==> config.mk <==
export PLATFORM = sky130hd
export DESIGN_NAME = nbw_write_engine
export DESIGN_NICKNAME = d
export VERILOG_FILES = /design/src/rtl/nbw_pkg.sv /design/src/rtl/nbw_regs.sv /design/src/rtl/nbw_queue.sv /design/src/rtl/nbw_sequencer.sv /design/src/rtl/nbw_write_engine.sv
export SDC_FILE = /design/constraint.sdc
export NUM_CORES = 1
export LEC_CHECK = 0
export BUFFER_PORTS_ARGS = -buffer_cell sky130_fd_sc_hd__buf_4
export CORE_AREA = 2 2 144 146
export CTS_BUF_LIST = sky130_fd_sc_hd__clkbuf_4 sky130_fd_sc_hd__clkbuf_8 sky130_fd_sc_hd__clkbuf_16
export CTS_CLUSTER_SIZE = 28
export DETAILED_ROUTE_END_ITERATION = 6
export DIE_AREA = 0 0 146 148
export RECOVER_POWER = 25
export SLEW_MARGIN = 20
export SYNTH_ARGS = -nofsm -noshare
export SYNTH_HDL_FRONTEND = slang
export SYNTH_SLANG_ARGS = --single-unit
==> constraint.sdc <==
create_clock -name clk -period 2.8 [get_ports clk]
set_input_delay 0.42 -clock clk [delete_from_list [all_inputs] [get_ports clk]]
set_output_delay 0.42 -clock clk [all_outputs]
set_load 0.02 [all_outputs]
==> src/rtl/nbw_pkg.sv <==
package nbw_pkg;
  typedef enum logic [1:0] {
    SEL_BASE   = 2'd0,
    SEL_OFFSET = 2'd1,
    SEL_MODE   = 2'd2,
    SEL_NONE   = 2'd3
  } cfg_sel_e;
endpackage

==> src/rtl/nbw_regs.sv <==
module nbw_regs
  import nbw_pkg::*;
#(
  parameter int ADDR_W = 16,
  parameter int MODE_W = 2,
  parameter int NB_W   = 2
) (
  input  logic              clk,
  input  logic              rst_n,
  input  logic              cfg_we,
  input  logic [1:0]        cfg_sel,
  input  logic [ADDR_W-1:0] cfg_wdata,
  input  logic              word_done,
  input  logic [NB_W-1:0]   done_nb,
  output logic [ADDR_W-1:0] base_q,
  output logic [ADDR_W-1:0] offset_q,
  output logic [MODE_W-1:0] mode_q
);
  cfg_sel_e sel;
  assign sel = cfg_sel_e'(cfg_sel);

  always_ff @(posedge clk) begin
    if (!rst_n) begin
      base_q   <= '0;
      offset_q <= '0;
      mode_q   <= '0;
    end else begin
      if (cfg_we && sel == SEL_BASE) base_q <= cfg_wdata;
      if (cfg_we && sel == SEL_MODE) mode_q <= cfg_wdata[MODE_W-1:0];
      if (cfg_we && sel == SEL_OFFSET)
        offset_q <= cfg_wdata;
      else if (word_done)
        offset_q <= offset_q + ADDR_W'(done_nb);
    end
  end
endmodule

==> src/rtl/nbw_queue.sv <==
module nbw_queue #(
  parameter int DATA_W = 24,
  parameter int NB_W   = 2
) (
  input  logic              clk,
  input  logic              rst_n,
  input  logic              flush,
  input  logic              open_i,
  input  logic              in_valid,
  input  logic [DATA_W-1:0] in_data,
  input  logic [NB_W-1:0]   in_nb,
  input  logic              word_done,
  output logic              in_ready,
  output logic              act_valid,
  output logic [DATA_W-1:0] act_word,
  output logic [NB_W-1:0]   act_nb,
  output logic              pend_valid,
  output logic              overrun
);
  logic [DATA_W-1:0] pend_word;
  logic [NB_W-1:0]   pend_nb;
  logic offer, accept, drop, act_free;

  assign in_ready = open_i && !pend_valid;
  assign offer    = in_valid && open_i;
  assign accept   = offer && !pend_valid;
  assign drop     = offer && pend_valid;
  assign act_free = !act_valid || word_done;

  always_ff @(posedge clk) begin
    if (!rst_n || flush) begin
      act_valid  <= 1'b0;
      act_word   <= '0;
      act_nb     <= '0;
      pend_valid <= 1'b0;
      pend_word  <= '0;
      pend_nb    <= '0;
    end else if (act_free) begin
      if (pend_valid) begin
        act_valid  <= 1'b1;
        act_word   <= pend_word;
        act_nb     <= pend_nb;
        pend_valid <= 1'b0;
      end else if (accept) begin
        act_valid <= 1'b1;
        act_word  <= in_data;
        act_nb    <= in_nb;
      end else begin
        act_valid <= 1'b0;
      end
    end else if (accept) begin
      pend_valid <= 1'b1;
      pend_word  <= in_data;
      pend_nb    <= in_nb;
    end
  end

  always_ff @(posedge clk) begin
    if (!rst_n || flush) overrun <= 1'b0;
    else if (drop)       overrun <= 1'b1;
  end
endmodule

==> src/rtl/nbw_sequencer.sv <==
module nbw_sequencer #(
  parameter int DATA_W     = 24,
  parameter int BUS_W      = 8,
  parameter int ADDR_W     = 16,
  parameter int NB_W       = 2,
  parameter int STROBE_CYC = 2
) (
  input  logic              clk,
  input  logic              rst_n,
  input  logic              flush,
  input  logic              act_valid,
  input  logic [DATA_W-1:0] act_word,
  input  logic [NB_W-1:0]   act_nb,
  input  logic [ADDR_W-1:0] base,
  input  logic [ADDR_W-1:0] offset,
  output logic              word_done,
  output logic              ext_cs_n,
  output logic              ext_we_n,
  output logic [ADDR_W-1:0] ext_addr,
  output logic [BUS_W-1:0]  ext_data
);
  localparam int MAXB   = DATA_W / BUS_W;
  localparam int PHASES = STROBE_CYC + 2;
  localparam int PH_W   = $clog2(PHASES);
  localparam logic [PH_W-1:0] PH_LAST = PH_W'(PHASES - 1);
  localparam logic [PH_W-1:0] PH_SLO  = PH_W'(1);
  localparam logic [PH_W-1:0] PH_SHI  = PH_W'(STROBE_CYC);
  localparam logic [NB_W-1:0] NB_MAX  = NB_W'(MAXB);

  logic [PH_W-1:0]  phase;
  logic [NB_W-1:0]  idx;
  logic [NB_W-1:0]  shift;
  logic             last_byte;
  logic [BUS_W-1:0] lanes [MAXB];

  for (genvar k = 0; k < MAXB; k++) begin : g_lane
    assign lanes[k] = act_word[k*BUS_W +: BUS_W];
  end

  assign last_byte = (idx == act_nb - NB_W'(1));
  assign word_done = act_valid && !flush && phase == PH_LAST && last_byte;
  assign shift     = act_nb - NB_W'(1) - idx;

  always_ff @(posedge clk) begin
    if (!rst_n || flush) begin
      phase <= '0;
      idx   <= '0;
    end else if (act_valid) begin
      if (phase == PH_LAST) begin
        phase <= '0;
        idx   <= last_byte ? '0 : idx + NB_W'(1);
      end else begin
        phase <= phase + PH_W'(1);
      end
    end
  end

  always_comb begin
    ext_cs_n = !act_valid;
    ext_we_n = !(act_valid && phase >= PH_SLO && phase <= PH_SHI);
    ext_addr = base + offset + ADDR_W'(idx);
    ext_data = (shift < NB_MAX) ? lanes[shift] : '0;
  end
endmodule

==> src/rtl/nbw_write_engine.sv <==
module nbw_write_engine #(
  parameter int DATA_W     = 24,
  parameter int BUS_W      = 8,
  parameter int ADDR_W     = 16,
  parameter int MODE_W     = 2,
  parameter int STROBE_CYC = 2
) (
  input  logic              clk,
  input  logic              rst_n,
  input  logic              cfg_we,
  input  logic [1:0]        cfg_sel,
  input  logic [ADDR_W-1:0] cfg_wdata,
  input  logic              in_valid,
  input  logic [DATA_W-1:0] in_data,
  output logic              in_ready,
  input  logic              stop_req,
  input  logic              wait_req,
  output logic [MODE_W-1:0] ctrl_mode,
  output logic              stat_busy,
  output logic              stat_overrun,
  output logic              ext_cs_n,
  output logic              ext_we_n,
  output logic [ADDR_W-1:0] ext_addr,
  output logic [BUS_W-1:0]  ext_data
);
  localparam int MAXB = DATA_W / BUS_W;
  localparam int NB_W = $clog2(MAXB + 1);

  logic [ADDR_W-1:0] base_q, offset_q;
  logic [MODE_W-1:0] mode_q;
  logic [NB_W-1:0]   in_nb, act_nb;
  logic [DATA_W-1:0] act_word;
  logic act_valid, pend_valid, word_done, open_q;

  always_comb begin
    if (mode_q == '0)                in_nb = '0;
    else if (int'(mode_q) <= MAXB)   in_nb = NB_W'(MAXB + 1 - int'(mode_q));
    else                             in_nb = NB_W'(1);
  end

  assign open_q    = (in_nb != '0) && !stop_req && !wait_req;
  assign ctrl_mode = mode_q;
  assign stat_busy = act_valid || pend_valid;

  nbw_regs #(.ADDR_W(ADDR_W), .MODE_W(MODE_W), .NB_W(NB_W)) u_regs (
    .clk(clk), .rst_n(rst_n), .cfg_we(cfg_we), .cfg_sel(cfg_sel),
    .cfg_wdata(cfg_wdata), .word_done(word_done), .done_nb(act_nb),
    .base_q(base_q), .offset_q(offset_q), .mode_q(mode_q)
  );

  nbw_queue #(.DATA_W(DATA_W), .NB_W(NB_W)) u_queue (
    .clk(clk), .rst_n(rst_n), .flush(stop_req), .open_i(open_q),
    .in_valid(in_valid), .in_data(in_data), .in_nb(in_nb),
    .word_done(word_done), .in_ready(in_ready), .act_valid(act_valid),
    .act_word(act_word), .act_nb(act_nb), .pend_valid(pend_valid),
    .overrun(stat_overrun)
  );

  nbw_sequencer #(.DATA_W(DATA_W), .BUS_W(BUS_W), .ADDR_W(ADDR_W),
                  .NB_W(NB_W), .STROBE_CYC(STROBE_CYC)) u_seq (
    .clk(clk), .rst_n(rst_n), .flush(stop_req), .act_valid(act_valid),
    .act_word(act_word), .act_nb(act_nb), .base(base_q), .offset(offset_q),
    .word_done(word_done), .ext_cs_n(ext_cs_n), .ext_we_n(ext_we_n),
    .ext_addr(ext_addr), .ext_data(ext_data)
  );
endmodule

Word level (Yosys, flattened, before mapping)
Index checks and enable logic that the tools add are counted.

cells by class
  add/sub/neg operators = 8
  order comparisons = 4
  equal/unequal tests = 4
  multiplexer cells = 15
  bitwise gates (word level) = 2
  reduce and logical (&&, ||, !) cells = 32

operators by type and width
  kind                                                                                  number
  24-bit 2-to-1 mux                                                                     2
  16-bit by 2-bit adder with 16-bit output                                              2
  16-bit 2-to-1 mux                                                                     2
  8-bit 2-to-1 mux                                                                      3
  16-bit adder                                                                          1
  8-bit binary-select mux with 2-bit select                                             1
  1-bit logical AND                                                                     14
  2-bit 2-to-1 mux                                                                      5
  1-bit logical NOT                                                                     6
  2-bit AND reduction                                                                   3
  2-bit nonzero test                                                                    3
  2-bit by 1-bit adder with 2-bit output (second input constant)                        2
  2-bit equality test (second input constant)                                           2
  2-bit logical NOT                                                                     2
  3-bit greater-or-equal comparator (second input constant)                             1
  1-bit logical OR                                                                      3
  2-bit inverter with 3-bit output                                                      1
  2-bit by 1-bit equality test with 1-bit output (second input constant)                1
  2-bit equality test                                                                   1
  2-bit by 1-bit greater-or-equal comparator with 1-bit output (second input constant)  1
  2-bit less-or-equal comparator (second input constant)                                1
  2-bit less-than comparator (second input constant)                                    1
  1-bit 2-to-1 mux                                                                      2
  2-bit OR reduction                                                                    1
  other kinds (4)                                                                       4

word-level totals
  bits in registers = 93
  input port bits = 48
  output and inout bits = 31
  logic and storage cells = 77

Depth between registers and ports, before layout
Gate-level depths: netlist of the first run.

  depth after elaboration = 9
  gate-level depth with buffers = 11
  mapped depth without buffers = 10

By module
A second synthesis of the first run with hierarchy kept.

unflattened totals
  cells, all modules = 626
  area total of the unflattened synthesis = 5522.8 µm²

modules (own cells, without submodules)
  module            instances  cells each  area each (µm²)  sequential area each (µm²)
  nbw_queue         1          252         2476.1           1101.1
  nbw_regs          1          189         1550.2           680.7
  nbw_sequencer     1          179         1456.4           80.1
  nbw_write_engine  1          6           40.0             0.0

Worst setup path before layout of the first run
Ideal clock, no wire load.

  path type = register to output
  start point = reg u_seq.idx[1]
  end point = out ext_addr[11]
  data arrival time = 2742 ps
  required time = 2380 ps
  setup slack = -362 ps
  cell stages (with the launch flop) = 9
  path buffers = 0
  path through = dfxtp_1 > fa_1 > ha_1 > fa_1 > a21o_1 > a221oi_1 > o21ai_0 > a31oi_1 > xnor2_1

between the ends
  word-level cells in the longest chain between the ends = 1

RTL lines
  item                                      RTL line                source
  from (decl)                               nbw_sequencer.sv:31     logic [NB_W-1:0] idx;
  from (signal assigned)                    nbw_sequencer.sv:51     idx <= last_byte ? '0 : idx + NB_W'(1);
  16-bit by 2-bit adder with 16-bit output  nbw_sequencer.sv:61     ext_addr = base + offset + ADDR_W'(idx);
  to (decl)                                 nbw_write_engine.sv:23  output logic [ADDR_W-1:0] ext_addr,

Every way passes these cells.

Final worst setup path of the first run
  start point = reg u_regs.base_q[1]
  end point = out ext_addr[15]

between the ends
  word-level cells in the longest chain between the ends = 2

RTL lines
  item                                      RTL line             source
  from (decl)                               nbw_regs.sv:15       output logic [ADDR_W-1:0] base_q,
  from (signal assigned)                    nbw_regs.sv:28       if (cfg_we && sel == SEL_BASE) base_q <= cfg_wdata;
  16-bit adder                              nbw_sequencer.sv:61
  16-bit by 2-bit adder with 16-bit output  nbw_sequencer.sv:61

Every way passes these cells.

==> results of run 1 <==
how the worst max path moves through the flow:
stage,start,endpoint,slack [ns],cells past startpoint
2_1_floorplan,u_regs.base_q[1],ext_addr[15],0.02,8
3_3_place_gp,u_regs.base_q[1],ext_addr[15],-0.22,9
3_5_place_dp,u_regs.base_q[1],ext_addr[15],-0.24,9
4_1_cts,u_regs.base_q[1],ext_addr[15],-0.54,9
5_1_grt,u_regs.base_q[1],ext_addr[15],-0.63,9
6_report,u_regs.base_q[1],ext_addr[15],-0.52,9
power breakdown:
group | internal, mW | switching (mW) | total, mW
combinational | 0.152 | 0.178 | 0.330
sequential | 1.34 | 0.0177 | 1.36
clock | 0.630 | 0.567 | 1.20
placed cells by master, fill, tap and decap left out, drive strengths merged, types with 2 or more instances in the layout:
| master | n |
|---|---|
| nand2 | 115 |
| buf | 110 |
| dfxtp | 93 |
| a21oi | 57 |
| nor2 | 52 |
| a211oi | 35 |
| ha | 33 |
| mux2i | 31 |
| inv | 21 |
| xnor2 | 17 |
| clkbuf | 17 |
| nand3 | 16 |
| xor2 | 12 |
| nor3 | 9 |
| o211ai | 8 |
| o21ai | 8 |
| a21o | 7 |
| or3 | 6 |
| a31oi | 6 |
| and3 | 5 |
| fa | 4 |
| a31o | 2 |
| nand4 | 2 |
| o2111ai | 2 |
| or2 | 2 |
| nand3b | 2 |
| a311oi | 2 |
| a221oi | 2 |
| nor2b | 2 |
| nand2b | 2 |
metrics by stage:
| stage | setup TNS (ns) | instance area, µm² | hold WS [ns] | power (mW) | instances |
|---|---|---|---|---|---|
| global placement | -0.540 | 6030 | 0.441 | 1.71 | 938 |
| finish | -3.25 | 6510 | 0.317 | 2.89 | 959 |
| global route | -4.35 | 6510 | 0.311 | 3.01 | 959 |
| CTS | -3.00 | 6400 | 0.302 | 2.93 | 955 |
| detailed placement | -0.666 | 6030 | 0.448 | 1.71 | 938 |
| floorplan | 0 | 4970 | 0.432 | 1.56 | 593 |
cell families (layout without fill, tap and decap cells):
group / Yosys count / in the layout / share of synthesized area, %
buffers and inverters: 53 / 149 / 4.27
muxes: 31 / 31 / 6.30
adders and majority gates: 37 / 37 / 10.0
DFF: 93 / 93 / 37.8
and+or+nand+nor: 217 / 217 / 19.0
AOI/OAI and AO/OA: 132 / 132 / 17.0
xor gates and xnor gates: 30 / 30 / 5.61
worst max-delay path, stage by stage, from the launching register on:
cell and delay, ns:
dfxtp_2 0.34, fa_2 0.49, ha_4 0.18, fa_2 0.34
a21o_1 0.21, a221oi_4 0.36, o311ai_2 0.14, a21oi_2 0.21
xnor2_2 0.12, buf_4 0.15
repair_timing:
item,in CTS,in global routing
pin swaps,6,6
endpoints found under the hold margin,0,0
setup buffers,1,4
hold buffers,0,0
gates resized for setup,13,18
setup endpoints to repair,10,18
flip-flops by register name (all words and copies together) (netlist names), 16 cells and up:
| name | cells |
|---|---|
| u_queue.pend_word | 24 |
| u_queue.act_word | 24 |
| u_regs.base_q | 16 |
| u_regs.offset_q | 16 |
final cells by class:
class | count | area (µm²) | share of cell area, %
repair buffers | 117 | 868 | 13.3
clock buffers | 10 | 233 | 3.58
flip-flops and latches | 93 | 1870 | 28.7
well taps | 270 | 338 | 5.19
inverters | 16 | 60.1 | 0.923
clock inverters | 6 | 51.3 | 0.788
multi-input cells | 447 | 3090 | 47.5
per-layer routing:
metal  up-vias  part of all wire (%)  GRT usage (%)
met3         7                   4.2           3.12
li1       2249                     -              -
met2        70                    47           20.0
met4         0                  0.95           3.06
met1      1976                    48           15.8
met5         -                     0              0
==> flow_metrics.tcl, run 1 <==
set metrics [dict create \
    die_h_um 148 \
    finalMaxSlewViolations 0 \
    relSlewSlack_pct 57.6 \
    synth_top_cells_by_count "nand2_1, dfxtp_1, a21oi_1" \
    whs_endpoint "u_queue.pend_word[18]" \
    core_area_mm2 0.0200 \
    finalHoldViolations 0 \
    grt_max_degree 53 \
    gp_congestion 0.817 \
    drc 0 \
    diodes 0 \
    reg2reg_depth 6 \
    r2r-start "u_queue.act_nb[1]" \
    ys.warnings.count 0 \
    drt_iter0_drc 206 \
    yosys_most_used_dff "dfxtp_1" \
    clock.fmax_mhz 301 \
    powerDensity_mw_per_mm2 444 \
    syn_nets 678 \
    required_ns 2.38 \
    rows 52 \
    routed_wl_um 13000 \
    tightest_slew_ns 0.636 \
    cts_max_level 3 \
    synthCells 593 \
    finalCriticalPeriod_ns 3.32 \
    grt_pass1_vias 4126 \
    hold-path-cell-count 3 \
    routedWlPerCell_um 13.6 \
    cts_sinks 93 \
    fin_worst_skew_ns 0.00656 \
    dp_hpwl_um 9470 \
    initial_core_util_pct 24.6 \
    post-route-period-util_pct 119 \
    syn_area_per_cell_um2 8.31 \
    violations "setup timing" \
    yosysMostFrequentCell "nand2_1" \
    rr_endpoint "u_regs.offset_q[11]" \
    min_path_type "in -> reg" \
    overflow 0 \
    crit_arrival_ns 2.90 \
    grt_use_total_pct 12.1 \
    cts_tree "built" \
    clockRootBuffer "clkbuf_16" \
    rsz0062_at_grt "true" \
    fin_util_pct 32.5 \
    die_w_um 146 \
    port_buffers 78 \
    viasPerCell 4.49 \
    area_delta_synth_final_pct 32.0 \
    cts.clk_slew.worst_paths_ns 0.07 \
    drive_gt1_share_pct 24.8 \
    hold_start "in_data[18]" \
    antenna_found_initial 0 \
    dieArea_mm2 0.0216 \
    synth.distinct_cells 43 \
    startpoint_type "flop" \
    grt_pass1_wl_um 21100 \
    synth_edf_count 0 \
    synth_top_area_share_pct 37.8 \
    synth_top_area_cell "dfxtp_1" \
    crit_type "reg -> out" \
    setup_viol 10 \
    clk_latency_ns 0.35 \
    synth.area.top_cells "dfxtp_1, nand2_1, ha_1, mux2i_1, a21oi_1" \
    ys_seq_elements 93 \
    async_reset_ff_share_pct 0 \
    fin_nets 769 \
    leakage_nw 2.44 \
    crit_fanout 4 \
    yosysSeqAreaShare_pct 37.8 \
    ant_nets 0 \
    fillCellCount 2220 \
    pre_cts_ws_ns -0.241 \
    endpoint_kind "output port" \
    peakVddDrop_mv 0.291 \
    clk_path_buf_depth 2 \
    syn_area_mm2 0.00493 \
    numCtsBuffers 9 \
    r2r_slack_ns 0.28 \
    status "finished with violations" \
    first_pass_iters 4 \
    drv_cap 0 \
    ios 79 \
    num_vias 4302 \
    layout_setup_ws_ns -0.520 \
]
(Power assumes the default switching activity.)
==> run 2, diff against run 1 <==
--- a/config.mk
+++ b/config.mk
@@ -12,6 +12,7 @@
 export DETAILED_ROUTE_END_ITERATION = 6
 export DIE_AREA = 0 0 146 148
 export RECOVER_POWER = 25
+export SKIP_CTS_REPAIR_TIMING = 1
 export SLEW_MARGIN = 20
 export SYNTH_ARGS = -nofsm -noshare
 export SYNTH_HDL_FRONTEND = slang
==> run 2 against run 1 <==
  * The run still ends with setup timing left
  * Sequential power hardly changed
  * Maximum frequency is 1.5% lower
  * Sequential share of layout area decreased by 0.099 points
  * Cell count decreased by 0.21%
  * Clock skew increased by 0.00074 ns
  * Utilization is 0.20 points higher
  * Global-route usage fell by 0.10 points
  * Cell area increased by 0.62%
  * Largest cell class unchanged
  * Highest routed layer unchanged
==> flow_metrics.tcl, run 2 (same netlist as run 1, synthesis figures left out) <==
set metrics [dict create \
    dp_cells 938 \
    gp_congestion 0.817 \
    clock.fmax_mhz 297 \
    fin_worst_skew_ns 0.00730 \
    drc 0 \
    crit_type "reg -> out" \
    power_mw 2.90 \
    ant_nets 0 \
    routedWlPerCell_um 13.6 \
    combPwrFrac_pct 11.7 \
    setup_viol 10 \
    tightest_slew_ns 0.635 \
    dieArea_mm2 0.0216 \
    fin_nets 767 \
    initial_core_util_pct 24.6 \
    routed_wl_um 13000 \
    cts_tree "built" \
    fillCellCount 2221 \
    finalNonFillerCells 957 \
    grt_use_total_pct 12.0 \
    crit_arrival_ns 2.95 \
    rows 52 \
    p_int_mw 2.13 \
    finalHoldViolations 0 \
    final_common_cell "nand2_1" \
    layout_setup_ws_ns -0.571 \
    core_area_mm2 0.0200 \
    hold_start "in_data[18]" \
    diodes 0 \
    min_path_type "in -> reg" \
    grt_max_degree 53 \
    cts_max_level 3 \
    pre_cts_ws_ns -0.241 \
    crit_start "u_regs.offset_q[1]" \
    numCtsBuffers 9 \
    top_regs "u_queue.act_word x24, u_queue.pend_word x24" \
    regArea_mm2 0.00187 \
    drt_iter0_drc 174 \
    port_buffers 78 \
    drive_gt1_share_pct 26.2 \
    multiInputGateArea_mm2 0.00313 \
    cts.clk_slew.worst_paths_ns 0.07 \
    power_switching_uw 764 \
    cts_sinks 93 \
    crit_fanout 4 \
    dp_hpwl_um 9470 \
    fin_setup_tns_ns -2.65 \
    die_h_um 148 \
    clock_power_share_pct 41.3 \
    viasPerCell 4.48 \
    overflow 0 \
    sw_frac_of_total_pct 26.4 \
    layout_common_cells "nand2_1, buf_4, dfxtp_1, a21oi_1, nor2_1" \
    startpoint_type "flop" \
    powerDensity_mw_per_mm2 442 \
    status "finished with violations" \
    drv_cap 0 \
    r2r-start "u_queue.act_nb[1]" \
    post-route-period-util_pct 120 \
    peakVddDrop_mv 0.290 \
    hold_ws_ns 0.317 \
    finalCriticalPeriod_ns 3.37 \
    seqPwrFrac_pct 47.1 \
    clk_path_buf_depth 2 \
    grt_pass1_wl_um 20900 \
    first_pass_iters 4 \
    rsz0062_at_grt "true" \
    relSlewSlack_pct 57.7 \
    area_delta_synth_final_pct 32.9 \
    die_w_um 146 \
    required_ns 2.38 \
    leakage_nw 2.41 \
    finalMaxSlewViolations 0 \
    violations "setup timing" \
    num_vias 4289 \
    clockRootBuffer "clkbuf_16" \
    grt_pass1_vias 4091 \
    clk_latency_ns 0.35 \
    antenna_found_initial 0 \
    endpoint_kind "output port" \
    ios 79 \
]
==> run 2: final timing paths <==
kind | end | slack [ns] | cells after the start
worst max-delay path | ext_addr[15] | -0.57 | 9
worst min-delay path | u_queue.pend_word[18] | 0.32 | 3
worst max register to register | u_regs.offset_q[13] | 0.27 | 6
worst min register to register | u_queue.pend_word[4] | 0.46 | 2
==> run 2: final cells by class <==
class                   instances  share of cell area (%)
clock buffers                  10                    3.55
clock inverters                 6                   0.783
inverters                      16                   0.917
multi-input cells             447                    47.8
flip-flops and latches         93                    28.6
well taps                     270                    5.16
repair buffers                115                    13.1
==> run 2: power groups by stage <==
stage | logic (mW) | registers, mW | clock network (mW)
after detailed placement | 0.320 | 1.39 | 0
final | 0.338 | 1.36 | 1.20
after floorplan | 0.165 | 1.39 | 0
after global placement | 0.319 | 1.39 | 0
after global routing | 0.372 | 1.37 | 1.28
after CTS | 0.322 | 1.36 | 1.24
==> run 2: through the flow <==
stage               utilization (%)  area [µm²]
global route                   32.7        6550
finish                         32.7        6550
CTS                            31.5        6320
detailed placement             30.1        6030
global placement               30.1        6030
floorplan                         -        4970
==> run 2: critical path, stage by stage, from the launching register on <==
cell and delay, ns:
dfxtp_2 0.33, fa_2 0.49, ha_4 0.19, fa_2 0.34, a21o_1 0.23, a221oi_4 0.36
o311ai_2 0.16, a21oi_2 0.21, xnor2_2 0.12, buf_4 0.15
==> run 2: per-layer routing <==
layer / vias to the layer above / global-route usage [%] / wire [µm]
met5: - / 0 / 0
met4: 0 / 3.06 / 126
met3: 7 / 3.15 / 556
met2: 71 / 19.7 / 6070
met1: 1970 / 15.7 / 6240
li1: 2241 / - / -
==> run 3, diff against run 2 <==
--- a/config.mk
+++ b/config.mk
@@ -5,12 +5,14 @@
 export SDC_FILE = /design/constraint.sdc
 export NUM_CORES = 1
 export LEC_CHECK = 0
+export ABC_AREA = 1
 export BUFFER_PORTS_ARGS = -buffer_cell sky130_fd_sc_hd__buf_4
-export CORE_AREA = 2 2 144 146
+export CORE_AREA = 2 2 154 156
 export CTS_BUF_LIST = sky130_fd_sc_hd__clkbuf_4 sky130_fd_sc_hd__clkbuf_8 sky130_fd_sc_hd__clkbuf_16
 export CTS_CLUSTER_SIZE = 28
 export DETAILED_ROUTE_END_ITERATION = 6
-export DIE_AREA = 0 0 146 148
+export DIE_AREA = 0 0 156 158
+export PLACE_DENSITY_LB_ADDON = 0.2
 export RECOVER_POWER = 25
 export SKIP_CTS_REPAIR_TIMING = 1
 export SLEW_MARGIN = 20
==> run 3 against run 2 <==
  * The run still ends with setup timing left
  * Critical endpoint is now ext_addr[13]
  * Clock skew is 0.0071 ns higher
  * Largest cell class unchanged
  * Synthesized cell count up 40%
  * Flip-flop and latch count is the same
==> flow_metrics.tcl, run 3 <==
set metrics [dict create \
    powerDensity_mw_per_mm2 421 \
    status "finished with violations" \
    peakVddDrop_mv 0.254 \
    tightest_slew_ns 0.864 \
    synth_edf_count 0 \
    cts_sinks 93 \
    fin_util_pct 29.9 \
    cts_tree "built" \
    p_int_mw 2.10 \
    power_mw 2.90 \
    post-route-period-util_pct 105 \
    yosysMostFrequentCell "nand2_1" \
    combPwrFrac_pct 10.9 \
    ys_seq_elements 93 \
    first_pass_iters 5 \
    finalHoldViolations 0 \
    syn_area_per_cell_um2 6.80 \
    cts.clk_slew.worst_paths_ns 0.08 \
    port_buffers 78 \
    crit_fanout 3 \
    sw_frac_of_total_pct 27.8 \
    min_path_type "in -> reg" \
    critical-path-top-delay-family "adder cells" \
    relSlewSlack_pct 42.4 \
    yosys_most_used_dff "dfxtp_1" \
    drc 0 \
    die_h_um 158 \
    clockRootBuffer "clkbuf_16" \
    grt_pass1_wl_um 26400 \
    grt_use_total_pct 13.4 \
    area_delta_synth_final_pct 22.0 \
    startpoint_type "flop" \
    fin_worst_skew_ns 0.0144 \
    leakage_nw 3.00 \
    routed_wl_um 16200 \
    drv_cap 0 \
    grt_max_degree 49 \
    multiInputGateArea_mm2 0.00340 \
    path_cells "fa_2 -> ha_2 -> fa_2 -> nand3_2 -> nand2_2 -> buf_4 -> nand3_1 -> nand3_1 -> xor2_1 -> buf_4" \
    ys.warnings.count 0 \
    fin_setup_tns_ns -0.512 \
    crit_buf_inv 2 \
    setup_viol 5 \
    violations "setup timing" \
    synth_top_area_share_pct 32.9 \
    ant_nets 0 \
    core_area_mm2 0.0231 \
    rsz0062_at_grt "true" \
    fillCellCount 2543 \
    required_ns 2.38 \
    crit_arrival_ns 2.51 \
    synth_top_cells_by_count "nand2_1, dfxtp_1, nor2_1" \
    finalMaxSlewViolations 0 \
    synthCells 832 \
    dieArea_mm2 0.0246 \
    synth_top_area_cell "dfxtp_1" \
    die_w_um 156 \
    layout_common_cells "nand2_1, buf_4, dfxtp_1, nor2_1, a21oi_1" \
    ios 79 \
    critPathMaxStageDelay_ns 0.46 \
    clock.fmax_mhz 341 \
    async_reset_ff_share_pct 0 \
    synth.distinct_cells 35 \
    overflow 0 \
    crit_slowest_cell "fa_2" \
    cts_max_level 3 \
    drt_iter0_drc 288 \
    antenna_found_initial 0 \
    clock_power_share_pct 42.2 \
    syn_area_mm2 0.00566 \
    synth.area.top_cells "dfxtp_1, nand2_1, ha_1, a21oi_1, nor2_1" \
    viasPerCell 4.49 \
    diodes 0 \
    initial_core_util_pct 24.5 \
    numCtsBuffers 9 \
    top_regs "u_queue.act_word x24, u_queue.pend_word x24" \
    layout_setup_ws_ns -0.130 \
    routedWlPerCell_um 13.5 \
    num_vias 5378 \
    clk_path_buf_depth 2 \
    drive_gt1_share_pct 18.9 \
    fin_nets 987 \
    crit_type "reg -> out" \
    seqPwrFrac_pct 46.9 \
    dp_hpwl_um 11600 \
    regArea_mm2 0.00187 \
    r2r_slack_ns 0.34 \
    grt_pass1_vias 5142 \
    power_switching_uw 807 \
    clk_latency_ns 0.36 \
    pre_cts_ws_ns 0.0781 \
    syn_nets 917 \
    endpoint_kind "output port" \
    final_common_cell "nand2_1" \
    yosysSeqAreaShare_pct 32.9 \
    finalCriticalPeriod_ns 2.93 \
    rows 56 \
    gp_congestion 0.787 \
]
run 3: changes by cell type in the layout (fill, tap and decap cells not counted), moves of 15 or more:
cell      change
a211oi_1     -34
nor2_1       +27
mux2i_1      -31
o21ai_0      +31
nand3_1      +35
inv_1        +43
nand2_1     +143
nand4_1      +20
buf_4        -15
run 3: per-layer routing:
layer,vias to the layer above,track usage (%),wire [µm]
li1,2851,-,-
met1,2432,18.3,8020
met2,85,22.2,7460
met3,10,2.63,556
met4,0,2.62,129
met5,-,0,0
run 3: power by group through the flow:
stage	sequential, mW	combinational [mW]	clock [mW]
2_1_floorplan	1.39	0.177	0
3_3_place_gp	1.39	0.324	0
3_5_place_dp	1.39	0.324	0
4_1_cts	1.36	0.325	1.27
5_1_grt	1.36	0.353	1.33
6_report	1.36	0.317	1.23
run 3: kinds of logic (layout without fill, tap and decap cells):
| kind of cell | count (synthesis) | after routing | share of synthesized area (%) |
|---|---|---|---|
| AND/OR/NAND/NOR | 438 | 438 | 33.4 |
| AO/OA/AOI/OAI | 137 | 137 | 13.2 |
| buffers and inverters | 105 | 180 | 8.34 |
| flip-flops | 93 | 93 | 32.9 |
| adder cells (fa/ha/maj) | 37 | 37 | 8.72 |
| XOR/XNOR | 22 | 22 | 3.41 |
run 3: path summary, 6_finish.rpt:
kind	start	to	cells after the start
max reg2reg	u_queue.act_nb[0]	u_queue.act_word[8]	8
min reg2reg	u_queue.pend_word[13]	u_queue.pend_word[13]	2
min	in_data[19]	u_queue.pend_word[19]	3
max	u_regs.offset_q[1]	ext_addr[13]	10
run 3: worst min-delay path, delay by kind of cell:
| family | cells | cell delay [ns] |
|---|---|---|
| buf+inv | 1 | 0.08 |
| simple gates | 2 | 0.11 |
run 3: cell type report:
| class | count | area share, % |
|---|---|---|
| multi-input cells | 634 | 49.3 |
| repair buffers | 100 | 10.6 |
| clock buffers | 9 | 3.26 |
| clock inverters | 7 | 0.961 |
| flip-flops and latches | 93 | 27.1 |
| inverters | 64 | 3.52 |
| well taps | 290 | 5.26 |
run 3: metrics by stage:
stage          instance area [µm²]  hold slack, ns  std cells
4_1_cts                       6840           0.274       1195
2_1_floorplan                 5660           0.439        832
3_3_place_gp                  6550           0.450       1179
3_5_place_dp                  6550           0.453       1179
6_report                      6900           0.286       1197
5_1_grt                       6900           0.295       1197
